**config.mk**
```make
export PLATFORM = sky130hd
export DESIGN_NAME = irq_seq
export DESIGN_NICKNAME = d
export VERILOG_FILES = /design/src/rtl/irq_pkg.sv /design/src/rtl/irq_sync.sv /design/src/rtl/irq_arbiter.sv /design/src/rtl/irq_stacker.sv /design/src/rtl/irq_seq.sv
export SDC_FILE = /design/constraint.sdc
export NUM_CORES = 1
export LEC_CHECK = 0
export ABC_AREA = 0
export BUFFER_PORTS_ARGS = -buffer_cell sky130_fd_sc_hd__buf_2
export CAP_MARGIN = 20
export CELL_PAD_IN_SITES_DETAIL_PLACEMENT = 0
export CELL_PAD_IN_SITES_GLOBAL_PLACEMENT = 2
export CORE_MARGIN = 10
export CORE_UTILIZATION = 25
export CTS_BUF_LIST = sky130_fd_sc_hd__clkbuf_4
export DETAILED_ROUTE_END_ITERATION = 10
export PLACE_DENSITY_LB_ADDON = 0.2
export SLEW_MARGIN = 20
export SYNTH_ARGS = -nofsm -noshare
export SYNTH_HDL_FRONTEND = slang
export SYNTH_SLANG_ARGS = --single-unit
```
**constraint.sdc**
```tcl
create_clock -name clk -period 1.4 [get_ports clk]
set_input_delay 0 -clock clk [delete_from_list [all_inputs] [get_ports clk]]
set_output_delay 0 -clock clk [all_outputs]
set_load 0.05 [all_outputs]
```
**src/rtl/irq_pkg.sv**
```systemverilog
package irq_pkg;
    localparam int ADDR_W = 16;
    localparam int DATA_W = 8;
    localparam int SP_W   = 8;
    localparam logic [ADDR_W-SP_W-1:0] STACK_PAGE = 'h01;
    localparam logic [ADDR_W-1:0] VEC_TOP  = {ADDR_W{1'b1}};
    localparam logic [ADDR_W-1:0] VEC_NMI  = VEC_TOP - ADDR_W'(5);
    localparam logic [ADDR_W-1:0] VEC_RST  = VEC_TOP - ADDR_W'(3);
    localparam logic [ADDR_W-1:0] VEC_MASK = VEC_TOP - ADDR_W'(1);

    typedef enum logic [2:0] {
        ST_IDLE, ST_RSTV, ST_PSH_H, ST_PSH_L, ST_PSH_P, ST_VEC_L, ST_VEC_H, ST_LOAD
    } seq_state_t;

    typedef enum logic [1:0] {SRC_RST, SRC_NMI, SRC_IRQ, SRC_BRK} src_t;

    typedef struct packed {
        src_t              src;
        logic [ADDR_W-1:0] ret_pc;
        logic [DATA_W-1:0] stat;
    } frame_t;

    function automatic logic [ADDR_W-1:0] vec_base(input src_t s);
        case (s)
            SRC_NMI: return VEC_NMI;
            SRC_RST: return VEC_RST;
            default: return VEC_MASK;
        endcase
    endfunction

    // bit 5 forced high, bit 4 marks a software break
    function automatic logic [DATA_W-1:0] pack_status(input logic [DATA_W-1:0] p,
                                                      input logic brk);
        logic [DATA_W-1:0] r;
        r    = p;
        r[5] = 1'b1;
        r[4] = brk;
        return r;
    endfunction
endpackage

```
**src/rtl/irq_sync.sv**
```systemverilog
module irq_sync #(
    parameter int   STAGES  = 2,
    parameter logic RST_VAL = 1'b1
) (
    input  logic clk,
    input  logic rst,
    input  logic d,
    output logic q
);
    generate
        if (STAGES == 0) begin : g_pass
            assign q = d;
        end else begin : g_chain
            logic [STAGES-1:0] chain;
            always_ff @(posedge clk) begin
                if (rst) chain <= {STAGES{RST_VAL}};
                else     chain <= {chain[STAGES-2:0], d};
            end
            assign q = chain[STAGES-1];
        end
    endgenerate
endmodule

```
**src/rtl/irq_arbiter.sv**
```systemverilog
module irq_arbiter
    import irq_pkg::*;
(
    input  logic clk,
    input  logic rst,
    input  logic irq_s,
    input  logic nmi_s,
    input  logic nmi_clr,
    input  logic i_flag,
    input  logic boundary,
    input  logic brk_req,
    input  logic idle,
    output logic start,
    output src_t src,
    output logic nmi_pend
);
    logic nmi_prev;
    logic nmi_fall;

    assign nmi_fall = nmi_prev & ~nmi_s;

    always_ff @(posedge clk) begin
        if (rst) begin
            nmi_prev <= 1'b1;
            nmi_pend <= 1'b0;
        end else begin
            nmi_prev <= nmi_s;
            nmi_pend <= nmi_fall | (nmi_pend & ~nmi_clr);
        end
    end

    always_comb begin
        start = 1'b0;
        src   = SRC_BRK;
        if (idle) begin
            if (boundary && nmi_pend) begin
                start = 1'b1;
                src   = SRC_NMI;
            end else if (boundary && !irq_s && !i_flag) begin
                start = 1'b1;
                src   = SRC_IRQ;
            end else if (brk_req) begin
                start = 1'b1;
                src   = SRC_BRK;
            end
        end
    end

    // the latch only rises after a high-to-low step of the synchronized line
    p_nmi_edge_only_r6: assert property (@(posedge clk) disable iff (rst)
        $rose(nmi_pend) |-> (!$past(nmi_s) && $past(nmi_prev)));
endmodule

```
**src/rtl/irq_stacker.sv**
```systemverilog
module irq_stacker
    import irq_pkg::*;
(
    input  logic              clk,
    input  logic              rst,
    input  logic              start,
    input  src_t              src,
    input  logic [ADDR_W-1:0] pc_in,
    input  logic [SP_W-1:0]   sp_in,
    input  logic [DATA_W-1:0] status_in,
    input  logic [DATA_W-1:0] rdata,
    output logic [ADDR_W-1:0] addr,
    output logic [DATA_W-1:0] wdata,
    output logic              we,
    output logic              vec_pull,
    output logic              busy,
    output logic              idle,
    output logic              nmi_clr,
    output logic              pc_load,
    output logic [ADDR_W-1:0] new_pc,
    output logic              sp_load,
    output logic [SP_W-1:0]   sp_out,
    output logic              set_i
);
    seq_state_t        state;
    frame_t            frm;
    logic [SP_W-1:0]   sp_r;
    logic [DATA_W-1:0] lo_r, hi_r;

    always_ff @(posedge clk) begin
        if (rst) begin
            state <= ST_RSTV;
            frm   <= '{src: SRC_RST, ret_pc: '0, stat: '0};
            sp_r  <= '0;
            lo_r  <= '0;
            hi_r  <= '0;
        end else begin
            case (state)
                ST_IDLE: if (start) begin
                    state      <= ST_PSH_H;
                    frm.src    <= src;
                    frm.ret_pc <= (src == SRC_BRK) ? pc_in + ADDR_W'(1) : pc_in;
                    frm.stat   <= pack_status(status_in, src == SRC_BRK);
                    sp_r       <= sp_in;
                end
                ST_RSTV:  state <= ST_VEC_L;
                ST_PSH_H: begin sp_r <= sp_r - SP_W'(1); state <= ST_PSH_L; end
                ST_PSH_L: begin sp_r <= sp_r - SP_W'(1); state <= ST_PSH_P; end
                ST_PSH_P: begin sp_r <= sp_r - SP_W'(1); state <= ST_VEC_L; end
                ST_VEC_L: begin lo_r <= rdata; state <= ST_VEC_H; end
                ST_VEC_H: begin hi_r <= rdata; state <= ST_LOAD; end
                ST_LOAD:  state <= ST_IDLE;
                default:  state <= ST_IDLE;
            endcase
        end
    end

    always_comb begin
        addr     = '0;
        wdata    = '0;
        we       = 1'b0;
        vec_pull = 1'b0;
        case (state)
            ST_PSH_H: begin addr = {STACK_PAGE, sp_r}; wdata = frm.ret_pc[ADDR_W-1:DATA_W]; we = 1'b1; end
            ST_PSH_L: begin addr = {STACK_PAGE, sp_r}; wdata = frm.ret_pc[DATA_W-1:0];      we = 1'b1; end
            ST_PSH_P: begin addr = {STACK_PAGE, sp_r}; wdata = frm.stat;                    we = 1'b1; end
            ST_VEC_L: begin addr = vec_base(frm.src);              vec_pull = 1'b1; end
            ST_VEC_H: begin addr = vec_base(frm.src) | ADDR_W'(1); vec_pull = 1'b1; end
            default: ;
        endcase
    end

    assign idle    = (state == ST_IDLE);
    assign busy    = !idle;
    assign nmi_clr = (state == ST_PSH_P) && (frm.src == SRC_NMI);
    assign pc_load = (state == ST_LOAD);
    assign set_i   = (state == ST_LOAD);
    assign sp_load = (state == ST_LOAD) && (frm.src != SRC_RST);
    assign new_pc  = {hi_r, lo_r};
    assign sp_out  = sp_r;

    // pushes land in the stack page
    p_push_page_r2: assert property (@(posedge clk) disable iff (rst)
        we |-> addr[ADDR_W-1:SP_W] == STACK_PAGE);
    // the status push is followed by the first vector read
    p_push_then_vec_r2: assert property (@(posedge clk) disable iff (rst)
        (we && state == ST_PSH_P) |=> (vec_pull && !we));
    // vector reads never write
    p_vec_no_write_r9: assert property (@(posedge clk) disable iff (rst)
        vec_pull |-> !we);
    // a load pulse is always preceded by a vector read
    p_load_after_vec_r9: assert property (@(posedge clk) disable iff (rst)
        pc_load |-> $past(vec_pull));
endmodule

```
**src/rtl/irq_seq.sv**
```systemverilog
module irq_seq
    import irq_pkg::*;
#(
    parameter int SYNC_STAGES = 2
) (
    input  logic              clk,
    input  logic              rst,
    input  logic              irq_n,
    input  logic              nmi_n,
    input  logic              insn_done,
    input  logic              brk_req,
    input  logic [ADDR_W-1:0] pc_in,
    input  logic [SP_W-1:0]   sp_in,
    input  logic [DATA_W-1:0] status_in,
    input  logic [DATA_W-1:0] rdata,
    output logic [ADDR_W-1:0] addr,
    output logic [DATA_W-1:0] wdata,
    output logic              we,
    output logic              vec_pull,
    output logic              busy,
    output logic              pc_load,
    output logic [ADDR_W-1:0] new_pc,
    output logic              sp_load,
    output logic [SP_W-1:0]   sp_out,
    output logic              set_i
);
    logic irq_s, nmi_s, nmi_clr, idle, start, nmi_pend;
    src_t src;

    irq_sync #(.STAGES(SYNC_STAGES), .RST_VAL(1'b1)) u_sync_irq (
        .clk(clk), .rst(rst), .d(irq_n), .q(irq_s));
    irq_sync #(.STAGES(SYNC_STAGES), .RST_VAL(1'b1)) u_sync_nmi (
        .clk(clk), .rst(rst), .d(nmi_n), .q(nmi_s));

    irq_arbiter u_arb (
        .clk(clk), .rst(rst), .irq_s(irq_s), .nmi_s(nmi_s), .nmi_clr(nmi_clr),
        .i_flag(status_in[2]), .boundary(insn_done), .brk_req(brk_req),
        .idle(idle), .start(start), .src(src), .nmi_pend(nmi_pend));

    irq_stacker u_stk (
        .clk(clk), .rst(rst), .start(start), .src(src), .pc_in(pc_in),
        .sp_in(sp_in), .status_in(status_in), .rdata(rdata), .addr(addr),
        .wdata(wdata), .we(we), .vec_pull(vec_pull), .busy(busy), .idle(idle),
        .nmi_clr(nmi_clr), .pc_load(pc_load), .new_pc(new_pc),
        .sp_load(sp_load), .sp_out(sp_out), .set_i(set_i));

    // the sequencer releases the bus right after the load pulse
    p_idle_after_load_r9: assert property (@(posedge clk) disable iff (rst)
        pc_load |=> !busy);
endmodule

```
==> metrics.txt, run 1 <==
Final setup viols 64; worst slew pin tran just under 500 ps; Iter 0 DRT Violations 200; Final Cycle Share 123%; Clk pwr share 18.4%; Flop pwr share 31.6%; Routed WL per cell 16.4 µm; Pre-antenna DRT Iters 4; headroom to the max-slew limit 67.4%; die height about 130 µm; sw frac 40.8%; Clock H-tree levels 3; Worst Hold Depth 3; layout cells sized above 1 55.4%; status finished with violations; die area 16100 µm²; hold endpoint u_stk.frm[13]; Yosys top cell by area dfxtp_1; Hold Crit Start pc_in[5]; crit-path max cell delay 380 ps; Starting Density between 20 and 30%; Fmax 580 MHz; Synth top area share between 40% and 50%; crit-path cells buf_4 > nor3_4 > buf_6 > buf_6 > o211a_4 > buf_12 > nor3_4 > xnor2_2 > a211oi_2; Setup CP Type flop to flop; number of global-route vias before repair 3403; Worst Path Buf+Inv 4; worst-case clock buffer depth 2; die width 127 µm; Core ar. around 11000 µm²; Post-synth ARST share 0%; Worst Setup SP u_stk.state[2]; Main synth FF type dfxtp_1; Psw about 2500 µW; CTS tree built; Post-synth EDFFs 0; #FFs+latches synth 59; Yosys warnings 0; Post-Syn Nets 411; R2R setup slack -320 ps; # clock sinks roughly 60; worst-case reg-to-reg path depth 9; Peak supply drop 0.739 mV; P_leak 0.00227 µW; post-route setup slack -325 ps; worst skew pair latency roughly 400 ps; IO Pins 100; Hold Path Class primary input to flop; Final ANT Viol Nets 0; Pins Over Slew Limit 0; PortBufs 97; Worst Setup End Kind flop; total design power ~6300 µW; worst hold slack 27.6 ps; Remaining DRCs 0; Crit path required time 1730 ps; number of max-cap violations 0; CP max FO 5; R2R Path Start u_stk.state[2]; final core utilization about half; post-synthesis sequential area ratio 41.4%; Clock transition at path regs 100 ps; Post-DP HPWL 7670 µm; PwrDens 1100 nW/µm²; largest net degree at the start of global routing 24; internal power 3710 µW; initial antenna violation count 1; Top Family by Delay on Critical Path buffers and inverters; drt total wl 11600 µm; Tmin final 1720 ps; failing checks negative setup slack; via count 3376; row count 38; area delta synth->final 99.8%; nets just over 600; via-per-instance ratio between 4 and 5; Final GP Congestion approximately 0.82; Worst EP arrival between 2000 and 2500 ps; commonest non-fill, non-tap cell in the layout buf_2; Mean Syn Cell Area 7.86 µm²; Hold Vio Cnt, Final 0; global-route congestion overflow total 0; Mapped Cells 363; Critical-path top delay cell dfxtp_4; Netlist Area Pre-Place between 2000 and 3000 µm²; Clock Skews 11.0 ps; Crit Reg-Reg Endpoint u_stk.frm[15]; RSZ-0062 raised after global routing yes; commonest cells after routing, fill and taps aside 67 x buf_2, 57 x nand2_1, 49 x dfxtp_1, 46 x buf_4, 39 x dlygate4sd3_1; gr usage total between 10% and 20%; Synth cell types 48; CP startpoint kind flop; Final Instance Area 5700 µm²; Fin Setup TNS -12500 ps; first-pass GRT wire length between 15000 and 20000 µm; Comb power frac 50.0%; Num CTS Buffers 9; Root Buffer clkbuf_4; largest cells by area after synthesis dfxtp_1 41%, nand2_1 9.9%, a21oi_1 5.4%; Placement Cell Area 3870 µm²
registers in the layout, summed over array words and instances, names as in the netlist, 2 cells and up:
register	count
u_stk.frm	26
u_stk.state	3
u_sync_nmi.g_chain.chain	2
u_sync_irq.g_chain.chain	2
u_stk.lo_r	8
u_stk.sp_out	8
u_stk.hi_r	8
stage by stage:
stage | setup WS (ps) | cells
after floorplan | -200 | 363
after global placement | -154 | 614
after detailed placement | -179 | 614
after CTS | -292 | 691
after global routing | -394 | 708
final | -325 | 708
final cells by class:
| cell class | instances | area, µm² |
|---|---|---|
| clock inverters | 5 | 56.3 |
| multi-input cells | 270 | 2110 |
| inverters | 8 | 58.8 |
| repair buffers | 216 | 2030 |
| diodes | 1 | 2.50 |
| fillers | 981 | 5280 |
| flip-flops and latches | 59 | 1200 |
| well taps | 140 | 175 |
| clock buffers | 9 | 67.6 |
per-layer routing:
layer  part of all wire [%]  vias to the layer above  track usage [%]
li1                       -                     1675                -
met1                     45                     1601             17.0
met2                     48                       92             22.6
met3                    5.9                        8             3.79
met4                   0.70                        0             4.29
met5                      0                        -                0
cells by family (layout without fill, tap and decap cells):
family	count (synthesis)	after routing	synth area share, %
adders and majority gates	2	2	0.877
AOI/OAI and AO/OA	92	94	21.3
buffers and inverters	36	238	6.32
and+or+nand+nor	160	160	25.8
other	0	1	0
xor gates and xnor gates	14	14	4.30
DFF	59	59	41.4
power groups by stage:
stage               registers, µW  clock network (µW)  logic (µW)
floorplan                    2230                   0        1240
global placement             1980                   0        2140
detailed placement           1990                   0        2130
CTS                          1970                1210        2930
global route                 2000                1270        3310
finish                       1970                1150        3130
repair_timing:
item / in CTS / in global routing
cloned: 5 / 1
hold endpoints to repair: 46 / 0
endpoints found under the setup margin: 67 / 64
pin swaps: 30 / 56
hold buffers: 39 / 0
setup buffers: 21 / 21
resized for setup: 176 / 65
worst register-to-register path, delay by kind of cell, from the launching register on:
family          cells  cell delay (ps)
buf+inv             4              500
compound gates      2              410
flops               1              380
simple gates        2              210
xor+xnor            1              160
worst max-delay path by stage:
stage / to / slack, ps / cells after the start
after floorplan: addr[2] / -200 / 6
after CTS: addr[2] / -290 / 7
after global routing: u_stk.frm[15] / -390 / 9
after global placement: u_stk.frm[19] / -150 / 5
after detailed placement: u_stk.frm[18] / -180 / 5
final: u_stk.frm[15] / -320 / 9
synth_stat cells (3+ instances only):
master    count
nand2_1      75
dfxtp_1      59
nor2_1       33
a21oi_1      31
o21ai_0      14
nand3_1      13
a211oi_1     12
clkbuf_1     10
nor3_1       10
a22oi_1       9
buf_2         9
buf_4         9
xor2_1        8
nand4_1       7
or2_2         7
inv_1         6
xnor2_1       6
a311oi_1      3
a31oi_1       3
nor2b_1       3
Note: power is estimated with default switching activity, not from simulation.
==> run 2: changes to the inputs <==
--- a/config.mk
+++ b/config.mk
@@ -10,7 +10,7 @@
 export CAP_MARGIN = 20
 export CELL_PAD_IN_SITES_DETAIL_PLACEMENT = 0
 export CELL_PAD_IN_SITES_GLOBAL_PLACEMENT = 2
-export CORE_MARGIN = 10
+export CORE_MARGIN = 2
 export CORE_UTILIZATION = 25
 export CTS_BUF_LIST = sky130_fd_sc_hd__clkbuf_4
 export DETAILED_ROUTE_END_ITERATION = 10
==> constraint.sdc (replaced) <==
create_clock -name clk -period 1.4 [get_ports clk]
set_input_delay 0.28 -clock clk [delete_from_list [all_inputs] [get_ports clk]]
set_output_delay 0.28 -clock clk [all_outputs]
set_load 0.05 [all_outputs]
==> metrics.txt, run 2 (same netlist as run 1, synthesis figures left out) <==
Clock H-tree levels 3 (unchanged); total design power 6070 µW (-3.0%); Placement Cell Area 4150 µm² (+7.2%); post-route setup slack -574 ps (-250 ps); Worst Path Buf+Inv 6 (+2); Biggest register u_stk.frm; Setup CP Type flop to output port; Worst EP arrival 1690 ps (-360 ps); failing checks negative setup slack; Hold Crit Start nmi_n; Remaining DRCs 0 (unchanged); global-route congestion overflow total 0 (unchanged); Post-DP HPWL 6850 µm (-11%); gr usage total 16.7% (+2.9 points); Fmax 506 MHz (-13%); Top cell by count, worst path buf_6; Iter 0 DRT Violations 109 (-46%); max reg flops 26 (unchanged); Routed WL per cell 14.7 µm (-11%); Clock Skews 6.75 ps (-4.23 ps); layout cells sized above 1 55.1% (-0.31 points); Core ar. 11300 µm² (+2.6%); Final GP Congestion 0.773 (-5.2%); CP startpoint kind flop; worst slew pin tran 458 ps (-31.7 ps); Num CTS Buffers 9 (unchanged); Starting Density 25.3% (-0.67 points); PwrDens 1150 nW/µm² (+4.7%); commonest non-fill, non-tap cell in the layout buf_4; die width 111 µm (-13%); Clock transition at path regs 90 ps (about the same); nets 595 (-2.8%); IO Pins 100 (unchanged); Pre-antenna DRT Iters 4 (unchanged); worst skew pair latency 410 ps (about the same); Tmin final 1970 ps (+250 ps); RSZ-0062 raised after global routing yes; via count 3244 (-3.9%); highest metal used met4; status finished with violations; worst-case reg-to-reg path depth 10 (+1); Routed met1 length 4580 µm (-13%); Final setup viols 65 (+1.6%); FILL cells 1083 (+10%); largest net degree at the start of global routing 22 (-8.3%); Final Cycle Share 141% (+18 points); CTS tree built; commonest cells after routing, fill and taps aside 70 x buf_4, 65 x nand2_1, 59 x buf_2, 49 x dfxtp_1, 40 x buf_6; Fin Setup TNS -29540 ps (-17050 ps); row count 39 (+2.6%); crit-path max cell delay 340 ps (-40 ps); crit-path cells buf_6 > inv_4 > buf_6 > nor3_4 > nor2_4 > buf_12 > inv_12 > buf_6; Pins Over Slew Limit 0 (unchanged); Worst Hold Depth 2 (-1); PortBufs 97 (unchanged); number of max-cap violations 0 (unchanged); via-per-instance ratio 4.67 (-2.1%); first-pass GRT wire length 16200 µm (-11%); initial antenna violation count 0 (-1); # clock sinks 59 (unchanged); R2R setup slack -510 ps (-190 ps); Final ANT Viol Nets 0 (unchanged); worst-case clock buffer depth 2 (unchanged); Crit path required time 1120 ps (-610 ps); Crit Reg-Reg Endpoint u_stk.sp_out[5]; CP max FO 7 (+2); drt total wl 10200 µm (-12%); R2R Path Start u_stk.state[2]; Top Family by Delay on Critical Path buffers and inverters; met3 wire len 483 µm (-29%); headroom to the max-slew limit 69.5% (+2.1 points); P_leak 0.00215 µW (-5.3%); diodes inserted 0 (-1); Hold Vio Cnt, Final 0 (unchanged); met2 wire len 4960 µm (-12%); die area 12300 µm² (-24%); number of global-route vias before repair 3134 (-7.9%); Peak supply drop 0.735 mV (-0.55%); die height 111 µm (-13%); hold endpoint u_sync_nmi.g_chain.chain[0]; Critical-path top delay cell dfxtp_2; Final Instance Area 5290 µm² (-7.3%); Hold Path Class primary input to flop; area delta synth->final 85.3%; Worst Setup End Kind output port; worst hold slack 50.3 ps (+22.6 ps); cts hold-fix bufs 0 (-100%); Root Buffer clkbuf_4
==> run 2: cell count changes in the layout (fill, tap and decap cells not counted), sizes merged <==
cell         before  now
dlygate4sd3      39    0
clkbuf           10   13
buf             176  198
diode             1    0
clkinv            1    3
clkinvlp          3    0
==> run 2: layout make-up <==
cell class | instances | area (µm²) | area share [%]
clock buffers | 12 | 90.1 | 1.70
clock inverters | 4 | 41.3 | 0.781
inverters | 8 | 52.6 | 0.994
multi-input cells | 270 | 1900 | 36.0
flip-flops and latches | 59 | 1200 | 22.7
well taps | 143 | 179 | 3.39
repair buffers | 199 | 1820 | 34.4
==> run 2: worst max-delay path by stage <==
stage,startpoint,end,slack [ps],cells after the start
floorplan,u_stk.state[1],addr[2],-360,7
global placement,u_stk.state[2],u_stk.frm[18],-340,6
detailed placement,u_stk.state[1],addr[1],-370,6
CTS,u_stk.state[2],addr[2],-600,8
global route,u_stk.state[2],addr[4],-650,8
finish,u_stk.state[2],addr[15],-570,8
==> run 2: power breakdown <==
group / leakage, µW / switching (µW) / total [µW] / internal (µW)
logic: 0.00159 / 1650 / 2920 / 1270
registers: 0.000484 / 118 / 1950 / 1830
clock network: 0.0000740 / 618 / 1210 / 589
total: 0.00215 / 2380 / 6070 / 3690
==> run 2: metrics by stage <==
stage | utilization, % | instances | worst slack (ps)
after floorplan | - | 363 | -364
after global placement | 36.8 | 641 | -344
after detailed placement | 36.8 | 641 | -375
after CTS | 45.3 | 689 | -599
after global routing | 46.9 | 695 | -647
final | 46.9 | 695 | -574
==> run 2: routing by layer <==
layer | vias up | GRT usage (%)
li1 | 1647 | -
met1 | 1496 | 20.7
met3 | 12 | 3.99
met4 | 0 | 5.83
met5 | - | 0
met2 | 89 | 28.1
==> run 2: what timing repair did <==
item                                    CTS  global route
buffers inserted                         25             9
hold endpoints to repair                  0             0
gates resized for setup                 138            36
cloned                                    7             0
endpoints found under the setup margin   80            73
pin swaps                                30            19
